File: config.mk
export PLATFORM = sky130hd
export DESIGN_NAME = vec_unpack
export DESIGN_NICKNAME = d
export VERILOG_FILES = /design/src/rtl/vec_unpack_pkg.sv /design/src/rtl/unp_bitbuf.sv /design/src/rtl/unp_widen.sv /design/src/rtl/unp_slot_seq.sv /design/src/rtl/unp_lane_order.sv /design/src/rtl/vec_unpack.sv
export SDC_FILE = /design/constraint.sdc
export NUM_CORES = 1
export LEC_CHECK = 0
export BUFFER_PORTS_ARGS = -buffer_cell sky130_fd_sc_hd__buf_4
export CORE_ASPECT_RATIO = 0.8
export CORE_MARGIN = 1.5
export CORE_UTILIZATION = 50
export DETAILED_ROUTE_END_ITERATION = 7
export GPL_TIMING_DRIVEN = 0
export PLACE_DENSITY = 0.82
export SKIP_CTS_REPAIR_TIMING = 1
export SYNTH_ARGS = -nofsm -noshare
export SYNTH_HDL_FRONTEND = slang
export SYNTH_SLANG_ARGS = --single-unit
File: constraint.sdc
create_clock -name clk -period 3.9 [get_ports clk]
set_input_delay 0.975 -clock clk [delete_from_list [all_inputs] [get_ports clk]]
set_output_delay 0.975 -clock clk [all_outputs]
set_load 0.01 [all_outputs]
File: src/rtl/vec_unpack_pkg.sv
package vec_unpack_pkg;

   typedef enum logic [2:0] {
      ST_IDLE = 3'd0,
      ST_SLOT = 3'd1,
      ST_RD   = 3'd2,
      ST_CAP  = 3'd3,
      ST_GATH = 3'd4,
      ST_WR   = 3'd5
   } vu_state_e;

   localparam int unsigned VU_WORD_W = 32;
   localparam int unsigned VU_R_BIT  = 15;
   localparam int unsigned VU_U_BIT  = 14;

   // element width in bits for a size code
   function automatic logic [5:0] vu_esz_bits(input logic [1:0] code);
      case (code)
         2'd0:    vu_esz_bits = 6'd32;
         2'd1:    vu_esz_bits = 6'd16;
         2'd2:    vu_esz_bits = 6'd8;
         default: vu_esz_bits = 6'd1;
      endcase
   endfunction

endpackage

File: src/rtl/unp_bitbuf.sv
module unp_bitbuf
   import vec_unpack_pkg::*;
#(
   parameter int unsigned WORD_W = 32,
   parameter int unsigned SAW    = 32
) (
   input  logic              clk,
   input  logic              rst_n,
   input  logic              flush,
   input  logic              want,
   input  logic [1:0]        esz,
   input  logic              str_valid,
   output logic              str_ready,
   input  logic [WORD_W-1:0] str_data,
   input  logic [SAW-1:0]    str_addr,
   output logic              take,
   output logic [WORD_W-1:0] elem_raw,
   output logic [SAW-1:0]    word_src
);
   localparam int unsigned CW = $clog2(WORD_W) + 1;

   if (WORD_W != VU_WORD_W) begin : g_bad_word
      $error("unp_bitbuf: WORD_W must equal 32");
   end

   logic [WORD_W-1:0] sr_q;
   logic [CW-1:0]     cnt_q;
   logic [SAW-1:0]    src_q;
   logic [CW-1:0]     step;

   assign step      = CW'(vu_esz_bits(esz));
   assign str_ready = want && (cnt_q == '0);
   assign take      = want && (cnt_q != '0);
   assign word_src  = src_q;

   always_comb begin
      case (esz)
         2'd0:    elem_raw = sr_q;
         2'd1:    elem_raw = {{(WORD_W-16){1'b0}}, sr_q[15:0]};
         2'd2:    elem_raw = {{(WORD_W-8){1'b0}}, sr_q[7:0]};
         default: elem_raw = {{(WORD_W-1){1'b0}}, sr_q[0]};
      endcase
   end

   always_ff @(posedge clk) begin
      if (!rst_n) begin
         sr_q  <= '0;
         cnt_q <= '0;
         src_q <= '0;
      end else if (flush) begin
         cnt_q <= '0;
      end else if (str_ready && str_valid) begin
         sr_q  <= str_data;
         cnt_q <= CW'(WORD_W);
         src_q <= str_addr;
      end else if (take) begin
         sr_q  <= sr_q >> step;
         cnt_q <= cnt_q - step;
      end
   end

endmodule

File: src/rtl/unp_widen.sv
module unp_widen #(
   parameter int unsigned LANE_W = 32
) (
   input  logic [LANE_W-1:0] raw,
   input  logic [1:0]        esz,
   input  logic              usn,
   output logic [LANE_W-1:0] wide
);
   if (LANE_W != 32) begin : g_bad_lane
      $error("unp_widen: LANE_W must equal 32");
   end

   always_comb begin
      case (esz)
         2'd0:    wide = raw;
         2'd1:    wide = {{(LANE_W-16){raw[15] & ~usn}}, raw[15:0]};
         2'd2:    wide = {{(LANE_W-8){raw[7] & ~usn}}, raw[7:0]};
         default: wide = {{(LANE_W-1){1'b0}}, raw[0]};
      endcase
   end

endmodule

File: src/rtl/unp_slot_seq.sv
module unp_slot_seq #(
   parameter int unsigned CYC_W = 8
) (
   input  logic             clk,
   input  logic             rst_n,
   input  logic             load,
   input  logic [CYC_W-1:0] cl_in,
   input  logic [CYC_W-1:0] wl_in,
   input  logic             adv,
   output logic             slot_skip,
   output logic             slot_zero
);
   logic [CYC_W-1:0] cl_q, wl_q, pos_q, period, cl_eff, wl_eff;
   logic             fill_q;

   assign cl_eff    = (cl_in == '0) ? CYC_W'(1) : cl_in;
   assign wl_eff    = (wl_in == '0) ? CYC_W'(1) : wl_in;
   assign period    = fill_q ? wl_q : cl_q;
   assign slot_skip = !fill_q && (pos_q >= wl_q);
   assign slot_zero = fill_q && (pos_q >= cl_q);

   always_ff @(posedge clk) begin
      if (!rst_n) begin
         cl_q   <= CYC_W'(1);
         wl_q   <= CYC_W'(1);
         pos_q  <= '0;
         fill_q <= 1'b0;
      end else if (load) begin
         cl_q   <= cl_eff;
         wl_q   <= wl_eff;
         fill_q <= wl_eff > cl_eff;
         pos_q  <= '0;
      end else if (adv) begin
         pos_q  <= (pos_q == period - 1'b1) ? '0 : pos_q + 1'b1;
      end
   end

endmodule

File: src/rtl/unp_lane_order.sv
module unp_lane_order #(
   parameter int unsigned LANES      = 4,
   parameter int unsigned LANE_W     = 32,
   parameter bit          SWAP_BYTES = 1'b0
) (
   input  logic [LANES*LANE_W-1:0] din,
   output logic [LANES*LANE_W-1:0] dout
);
   localparam int unsigned NBYTES = LANE_W / 8;

   if (SWAP_BYTES) begin : g_swap
      for (genvar l = 0; l < LANES; l++) begin : g_lane
         for (genvar b = 0; b < NBYTES; b++) begin : g_byte
            assign dout[l*LANE_W + b*8 +: 8] =
               din[l*LANE_W + (NBYTES-1-b)*8 +: 8];
         end
      end
   end else begin : g_pass
      assign dout = din;
   end

endmodule

File: src/rtl/vec_unpack.sv
module vec_unpack
   import vec_unpack_pkg::*;
#(
   parameter int unsigned AW         = 10,
   parameter int unsigned NUM_W      = 8,
   parameter int unsigned CYC_W      = 8,
   parameter int unsigned SAW        = 32,
   parameter int unsigned LANES      = 4,
   parameter int unsigned LANE_W     = 32,
   parameter bit          SWAP_BYTES = 1'b0,
   localparam int unsigned LIDX_W    = $clog2(LANES),
   localparam int unsigned VEC_W     = LANES * LANE_W
) (
   input  logic              clk,
   input  logic              rst_n,
   input  logic              cmd_valid,
   output logic              cmd_ready,
   input  logic [15:0]       cmd_imm,
   input  logic [NUM_W-1:0]  cmd_num,
   input  logic [LIDX_W-1:0] cmd_vn,
   input  logic [1:0]        cmd_esz,
   input  logic [CYC_W-1:0]  cyc_cl,
   input  logic [CYC_W-1:0]  cyc_wl,
   input  logic [AW-1:0]     rel_base,
   input  logic              str_valid,
   output logic              str_ready,
   input  logic [31:0]       str_data,
   input  logic [SAW-1:0]    str_addr,
   output logic              mem_rd_en,
   output logic [AW-1:0]     mem_rd_addr,
   input  logic [VEC_W-1:0]  mem_rd_data,
   output logic              mem_wr_en,
   output logic [AW-1:0]     mem_wr_addr,
   output logic [VEC_W-1:0]  mem_wr_data,
   output logic              trk_wr_en,
   output logic [AW-1:0]     trk_wr_addr,
   output logic [SAW-1:0]    trk_wr_data
);
   localparam int unsigned LEFT_W = NUM_W + 1;

   if (AW > VU_U_BIT) begin : g_bad_aw
      $error("vec_unpack: AW overlaps the flag bits");
   end
   if (LANES < 2 || (1 << LIDX_W) != LANES) begin : g_bad_lanes
      $error("vec_unpack: LANES must be a power of two");
   end

   vu_state_e                    state_q;
   logic [AW-1:0]                addr_q, start_addr;
   logic [LEFT_W-1:0]            left_q;
   logic [LIDX_W-1:0]            vn_q, lane_q;
   logic [1:0]                   esz_q;
   logic                         usn_q;
   logic [SAW-1:0]               trk_q;
   logic [LANES-1:0][LANE_W-1:0] vec_q;
   logic [LANES-1:0][LANE_W-1:0] old_lanes;
   logic [VEC_W-1:0]             old_host, vec_flat;
   logic                         accept, slot_skip, slot_zero, seq_adv;
   logic                         take;
   logic [LANE_W-1:0]            elem_raw, elem_wide;
   logic [SAW-1:0]               word_src;
   logic                         unused_imm;

   assign unused_imm = ^cmd_imm[VU_U_BIT-1:AW];
   assign accept     = (state_q == ST_IDLE) && cmd_valid;
   assign start_addr = cmd_imm[AW-1:0] + (cmd_imm[VU_R_BIT] ? rel_base : '0);
   assign seq_adv    = ((state_q == ST_SLOT) && slot_skip) || (state_q == ST_WR);

   unp_slot_seq #(.CYC_W(CYC_W)) u_seq (
      .clk       (clk),
      .rst_n     (rst_n),
      .load      (accept),
      .cl_in     (cyc_cl),
      .wl_in     (cyc_wl),
      .adv       (seq_adv),
      .slot_skip (slot_skip),
      .slot_zero (slot_zero)
   );

   unp_bitbuf #(.WORD_W(32), .SAW(SAW)) u_buf (
      .clk       (clk),
      .rst_n     (rst_n),
      .flush     (accept),
      .want      (state_q == ST_GATH),
      .esz       (esz_q),
      .str_valid (str_valid),
      .str_ready (str_ready),
      .str_data  (str_data),
      .str_addr  (str_addr),
      .take      (take),
      .elem_raw  (elem_raw),
      .word_src  (word_src)
   );

   unp_widen #(.LANE_W(LANE_W)) u_widen (
      .raw  (elem_raw),
      .esz  (esz_q),
      .usn  (usn_q),
      .wide (elem_wide)
   );

   unp_lane_order #(.LANES(LANES), .LANE_W(LANE_W), .SWAP_BYTES(SWAP_BYTES)) u_rd_order (
      .din  (mem_rd_data),
      .dout (old_host)
   );

   assign vec_flat = vec_q;

   unp_lane_order #(.LANES(LANES), .LANE_W(LANE_W), .SWAP_BYTES(SWAP_BYTES)) u_wr_order (
      .din  (vec_flat),
      .dout (mem_wr_data)
   );

   assign old_lanes = old_host;

   always_ff @(posedge clk) begin
      if (!rst_n) begin
         state_q <= ST_IDLE;
         addr_q  <= '0;
         left_q  <= '0;
         vn_q    <= '0;
         lane_q  <= '0;
         esz_q   <= '0;
         usn_q   <= 1'b0;
         trk_q   <= '0;
         vec_q   <= '0;
      end else begin
         case (state_q)
            ST_IDLE: begin
               if (cmd_valid) begin
                  addr_q  <= start_addr;
                  left_q  <= (cmd_num == '0) ? {1'b1, {NUM_W{1'b0}}} : {1'b0, cmd_num};
                  vn_q    <= cmd_vn;
                  esz_q   <= cmd_esz;
                  usn_q   <= cmd_imm[VU_U_BIT];
                  state_q <= ST_SLOT;
               end
            end
            ST_SLOT: begin
               if (slot_skip) addr_q  <= addr_q + 1'b1;
               else           state_q <= ST_RD;
            end
            ST_RD: state_q <= ST_CAP;
            ST_CAP: begin
               lane_q <= '0;
               for (int l = 0; l < LANES; l++) begin
                  vec_q[l] <= (slot_zero && (LIDX_W'(l) <= vn_q)) ? '0 : old_lanes[l];
               end
               if (slot_zero) begin
                  trk_q   <= '0;
                  state_q <= ST_WR;
               end else begin
                  state_q <= ST_GATH;
               end
            end
            ST_GATH: begin
               if (take) begin
                  vec_q[lane_q] <= elem_wide;
                  if (lane_q == '0) trk_q <= word_src;
                  if (lane_q == vn_q) state_q <= ST_WR;
                  else                lane_q  <= lane_q + 1'b1;
               end
            end
            ST_WR: begin
               addr_q  <= addr_q + 1'b1;
               left_q  <= left_q - 1'b1;
               state_q <= (left_q == LEFT_W'(1)) ? ST_IDLE : ST_SLOT;
            end
            default: state_q <= ST_IDLE;
         endcase
      end
   end

   assign cmd_ready   = (state_q == ST_IDLE);
   assign mem_rd_en   = (state_q == ST_RD);
   assign mem_rd_addr = addr_q;
   assign mem_wr_en   = (state_q == ST_WR);
   assign mem_wr_addr = addr_q;
   assign trk_wr_en   = (state_q == ST_WR);
   assign trk_wr_addr = addr_q;
   assign trk_wr_data = trk_q;

endmodule

==> impl_metrics.json, run 1 <==
{
  "skew_ns": 0.0270,
  "ys_ff_latch": 284,
  "hold_class": "register to register",
  "port_buffers": 439,
  "vias": 17700,
  "ant_nets": 0,
  "syn_area_um2": 15300,
  "routabilityCongestion": 0.975,
  "io_pins": 445,
  "antenna_found_initial": 1,
  "seqPwrFrac_pct": 34.3,
  "fin_setup_tns_ns": 0,
  "whs_ns": 0.457,
  "clk_pin_slew_ns": 0.06,
  "cpMostUsedCell": "buf_4",
  "max_stage_delay_ns": 0.39,
  "fin_crit_ns": 3.43,
  "rows": 57,
  "routed_wl_um": 61900,
  "die_h_um": 159,
  "drtIter0Drc": 2150,
  "powerDensity_nw_per_um2": 539,
  "fin_crit_sh_pct": 87.8,
  "grt_pass1_vias": 16300,
  "timing.rr.start": "u_seq.fill_q",
  "endpoint": "trk_wr_en",
  "cp.required_ns": 2.92,
  "synth_top_flop_cell": "dfxtp_1",
  "power.clock.fraction_pct": 27.6,
  "r2r.worst_path.cells": 10,
  "outcome": "finished, final reports clean",
  "grt_max_degree": 15,
  "max_freq_mhz": 292,
  "path_cells": "buf_2 > nor2b_1 > clkbuf_1 > nand2_1 > clkinv_1 > buf_4 > buf_4",
  "cts_inserted_buffers": 30,
  "reg2reg_to": "u_seq.pos_q[2]",
  "grt_first_pass_wirelength_um": 92100,
  "cp.arrival_ns": 2.45,
  "holdPathStages": 2,
  "path_buf_inv": 5,
  "critPathLaunchType": "register",
  "slew_viol_final": 0,
  "avgSynthCellArea_um2": 7.67,
  "cp-startpoint": "state_q[1]",
  "via_per_inst": 6.11,
  "drive_gt1_share_pct": 22.9,
  "end_kind": "output port",
  "ys_seq_area_share_pct": 37.2,
  "syn_nets": 2293,
  "cts_max_path_buffers": 3,
  "nNetsFinal": 2764,
  "leakagePower_uw": 0.00855,
  "swShare_pct": 38.6,
  "crit_family": "buffers and inverters",
  "wl_per_cell_um": 21.4,
  "grt_usage_pct": 37.3,
  "power.share.combinational_pct": 38.1,
  "first_pass_iters": 7,
  "remaining_drc_errors": 0,
  "rsz0062_at_grt": "false",
  "synth-async-reset-ratio_pct": 0,
  "tightest_slew_ns": 1.20,
  "cts.sinks": 284,
  "utilization_pct": 66.6,
  "cts_tree": "yes",
  "synth-edff-count": 0,
  "ir_drop_mv": 0.353,
  "cp.depth": 7,
  "root_buffer": "clkbuf_16",
  "reg2reg_setup_slack_ns": 0.79,
  "hold_violations": 0,
  "slew_headroom_pct": 19.5,
  "internal_power_uw": 6660,
  "critPathSlowestCell": "clkinv_1",
  "start_util_pct": 50.6,
  "ys_types": 62,
  "overflow": 0,
  "clkLatencyLatePin_ns": 0.57,
  "drv_cap": 0,
  "dieArea_um2": 31600,
  "worst-setup-path-type": "register to output port",
  "synth_cells": 1989,
  "area_growth_pct": 31.7,
  "dp_hpwl_um": 48100,
  "setup_viol": 0,
  "fp.coreArea_um2": 30200,
  "path_max_fanout": 11,
  "yosysWarnings": 0,
  "die_w_um": 198,
  "p_switching_uw": 4180,
  "cts_max_level": 1
}
-- how the worst min path moves through the flow --
stage / startpoint / endpoint / slack [ns]
after floorplan: u_buf.word_src[0] / u_buf.word_src[0] / 0.44
after global placement: u_buf.word_src[0] / u_buf.word_src[0] / 0.44
after detailed placement: u_buf.word_src[1] / u_buf.word_src[1] / 0.45
after CTS: u_buf.word_src[1] / u_buf.word_src[1] / 0.46
after global routing: u_buf.word_src[30] / u_buf.word_src[30] / 0.48
final: trk_wr_data[28] / trk_wr_data[28] / 0.46
-- power groups by stage --
| stage | Combinational [uW] | Clock [uW] | Sequential, uW |
|---|---|---|---|
| after floorplan | 2260 | 0 | 3760 |
| after global placement | 3900 | 0 | 3740 |
| after detailed placement | 3990 | 0 | 3750 |
| after CTS | 4020 | 2980 | 3690 |
| after global routing | 4430 | 3100 | 3750 |
| final | 4130 | 2990 | 3720 |
-- kinds of logic after synthesis --
family          count (synthesis)  synth area share [%]
compound gates                776                  29.9
xor+xnor                       30                  1.72
fa+ha+maj                      54                  4.48
buf+inv                       239                  6.66
flops                         284                  37.2
mux                            65                  4.39
simple gates                  541                  15.6
-- cells in the final DEF (no fill, tap or decap), drive strengths merged, types with 33 or more instances in the layout --
cell / instances
o211ai: 139
mux2i: 49
a211oi: 33
buf: 496
o21ai: 185
nor2: 167
dfxtp: 284
clkbuf: 186
inv: 39
ha: 53
nand2: 213
nand3: 56
a21oi: 333
-- cell usage after synthesis (12+ instances only) --
library cell	number	share of area, %
a21oi_1	333	11
dfxtp_1	284	37
nand2_1	213	5.2
o21ai_0	183	6.0
nor2_1	165	4.1
clkbuf_1	142	3.5
o211ai_1	138	6.8
nand3_1	56	1.8
ha_1	53	4.3
mux2i_1	49	3.2
inv_1	37	0.91
a211oi_1	33	1.6
a21o_1	27	1.3
buf_2	26	0.85
nor3_1	23	0.75
buf_4	21	1.0
a22oi_1	19	0.93
xor2_1	18	1.0
mux2_2	16	1.2
and2_1	13	0.53
and3_1	12	0.49
xnor2_1	12	0.69
-- cell type report --
class / count / area, um^2
repair buffers: 439 / 3300
plain buffers: 199 / 866
multi-input cells: 1466 / 8560
clock inverters: 11 / 119
fillers: 2582 / 10100
well taps: 413 / 517
flip-flops and latches: 284 / 5690
diodes: 2 / 5.00
clock buffers: 44 / 895
inverters: 40 / 150
-- per-stage QoR --
| stage | power (uW) | cell area [um^2] | setup WS (ns) | instances |
|---|---|---|---|---|
| 3_5_place_dp | 7740 | 19100 | 0.571 | 2841 |
| 5_1_grt | 11300 | 20100 | 0.359 | 2897 |
| 2_1_floorplan | 6020 | 15300 | 0.999 | 1989 |
| 4_1_cts | 10700 | 20100 | 0.535 | 2896 |
| 6_report | 10800 | 20100 | 0.474 | 2898 |
| 3_3_place_gp | 7640 | 19100 | 0.631 | 2841 |
-- state kept, by name (all words and copies together), names as in the netlist, 2 cells and up --
register        cells
vec_flat          128
trk_wr_data        32
u_buf.sr_q         32
u_buf.word_src     32
mem_rd_addr        10
left_q              9
u_seq.cl_q          8
u_seq.pos_q         8
u_seq.wl_q          8
u_buf.cnt_q         6
state_q             3
esz_q               2
lane_q              2
vn_q                2
-- worst min-delay path: cells and delay by family (launching register included) --
kind             cells  cell delay (ns)
muxes                1             0.05
DFF                  1             0.31
and+or+nand+nor      1             0.05
-- metal layers --
metal / vias to the layer above / wire, um / GRT usage, %
met1: 8329 / 25100 / 50.8
met5: - / 0 / 0.309
met4: 0 / 3020 / 15.7
li1: 8049 / - / -
met3: 198 / 7460 / 9.72
met2: 1144 / 26300 / 55.7
No activity file was read; power rests on OpenSTA's default activity.
==> run 2, diff against run 1 <==
- BUFFER_PORTS_ARGS: -buffer_cell sky130_fd_sc_hd__buf_4 -> not set
- DONT_BUFFER_PORTS: not set -> 1
- PLACE_DENSITY: 0.82 -> 0.7
==> impl_metrics.json, run 2 (synthesis gave the netlist of run 1 again) <==
{
  "cp-startpoint": "state_q[1]",
  "hold_class": "register to register",
  "layout_commonest_cell": "a21oi_1",
  "die_h_um": 159,
  "utilization_pct": 56.0,
  "tightest_slew_ns": 1.25,
  "seqPwrFrac_pct": 37.7,
  "dp_hpwl_um": 45400,
  "hold_violations": 0,
  "via_per_inst": 6.40,
  "dieArea_um2": 31600,
  "end_kind": "output port",
  "cp.depth": 6,
  "p_switching_uw": 4000,
  "critPathLaunchType": "register",
  "swShare_pct": 38.8,
  "ant_nets": 0,
  "timing.rr.start": "u_seq.pos_q[5]",
  "rsz0062_at_grt": "false",
  "max_stage_delay_ns": 0.44,
  "endpoint": "trk_wr_en",
  "io_pins": 445,
  "path_cells": "buf_2 > nor2b_1 > clkbuf_1 > nand2_1 > clkinv_1 > buf_4",
  "root_buffer": "clkbuf_16",
  "reg2reg_setup_slack_ns": 0.69,
  "area_growth_pct": 10.8,
  "crit_family": "buffers and inverters",
  "clkLatencyLatePin_ns": 0.58,
  "fin_crit_sh_pct": 88.6,
  "drtIter0Drc": 1554,
  "slew_viol_final": 0,
  "leakagePower_uw": 0.00637,
  "drv_cap": 0,
  "start_util_pct": 50.6,
  "path_buf_inv": 4,
  "die_w_um": 198,
  "cts_max_path_buffers": 3,
  "power.clock.fraction_pct": 31.4,
  "port_buffers": 0,
  "power.share.combinational_pct": 30.9,
  "final_cell_mix": "333 x a21oi_1, 284 x dfxtp_1, 213 x nand2_1",
  "grt_usage_pct": 35.5,
  "nNetsFinal": 2325,
  "grt_pass1_vias": 14500,
  "wl_per_cell_um": 23.8,
  "worst-setup-path-type": "register to output port",
  "fin_crit_ns": 3.45,
  "grt_max_degree": 15,
  "cts_max_level": 1,
  "fp.coreArea_um2": 30200,
  "clk_pin_slew_ns": 0.07,
  "cts_inserted_buffers": 30,
  "routed_wl_um": 58600,
  "pre_cts_slack_ns": 0.759,
  "fin_setup_tns_ns": 0,
  "setup_viol": 0,
  "drive_gt1_share_pct": 6.41,
  "max_freq_mhz": 290,
  "antenna_found_initial": 9,
  "rows": 57,
  "grt_first_pass_wirelength_um": 86600,
  "cts_tree": "yes",
  "final.setup.worst_slack_ns": 0.446,
  "path_max_fanout": 11,
  "reg2reg_to": "vec_flat[67]",
  "critPathSlowestCell": "clkinv_1",
  "remaining_drc_errors": 0,
  "vias": 15800,
  "cts.sinks": 284,
  "outcome": "finished, final reports clean",
  "largest_reg_flops": 128,
  "cp.arrival_ns": 2.48,
  "first_pass_iters": 6,
  "skew_ns": 0.0143,
  "routabilityCongestion": 0.974,
  "cp.required_ns": 2.92,
  "r2r.worst_path.cells": 9,
  "powerDensity_nw_per_um2": 610,
  "slew_headroom_pct": 15.7,
  "ir_drop_mv": 0.375,
  "overflow": 0,
  "internal_power_uw": 6320
}
==> run 2: changes by cell type in the layout (fill, tap and decap cells not counted), sizes merged <==
cell    previous run  this run
inv               39        37
clkbuf           186       183
buf              496        57
diode              2         8
bufinv             2         6
==> run 2: final cells by class <==
type	count	area (um^2)
Fill cell	2921	13300
Multi-Input combinational cell	1466	8560
Sequential cell	284	5690
Clock buffer	41	883
Buffer	199	866
Tap cell	413	517
Clock inverter	13	221
Inverter	40	150
Antenna cell	8	20.0
==> run 2: per-layer routing <==
| metal | GRT usage, % | wire, um |
|---|---|---|
| met5 | 0 | 37 |
| met4 | 12.7 | 2170 |
| met3 | 10.9 | 7090 |
| met2 | 50.1 | 23900 |
| met1 | 50.7 | 25300 |
==> run 2: per-stage QoR <==
step / hold slack (ns) / cells / power (uW) / cell area, um^2
5_1_grt: 0.473 / 2461 / 10800 / 16900
4_1_cts: 0.456 / 2456 / 10200 / 16900
6_report: 0.454 / 2464 / 10300 / 16900
3_3_place_gp: 0.443 / 2402 / 6940 / 15800
3_5_place_dp: 0.447 / 2402 / 7000 / 15800
2_1_floorplan: 0.437 / 1989 / 6020 / 15300
==> run 2: power by group through the flow <==
stage / Sequential [uW] / Combinational, uW / Clock [uW]
global placement: 3940 / 3000 / 0
floorplan: 3760 / 2260 / 0
global route: 3920 / 3470 / 3360
CTS: 3880 / 3080 / 3250
finish: 3890 / 3190 / 3240
detailed placement: 3940 / 3060 / 0
==> run 2: worst min-delay path by stage <==
stage | start | end | cells past startpoint
2_1_floorplan | u_buf.word_src[0] | u_buf.word_src[0] | 2
3_3_place_gp | u_buf.word_src[10] | u_buf.word_src[10] | 2
3_5_place_dp | u_buf.word_src[14] | u_buf.word_src[14] | 2
4_1_cts | u_buf.word_src[14] | u_buf.word_src[14] | 2
5_1_grt | u_buf.word_src[14] | u_buf.word_src[14] | 2
6_report | u_buf.word_src[14] | u_buf.word_src[14] | 2
==> run 2: worst register-to-register path, cell delays in order (launching register included) <==
cell and delay, ns:
dfxtp_1 0.49, ha_1 0.30, a21o_1 0.18, a21o_1 0.17, a21oi_1 0.35, o21a_1 0.28, buf_2 0.35, buf_1 0.57
o211ai_1 0.25, a21oi_1 0.20
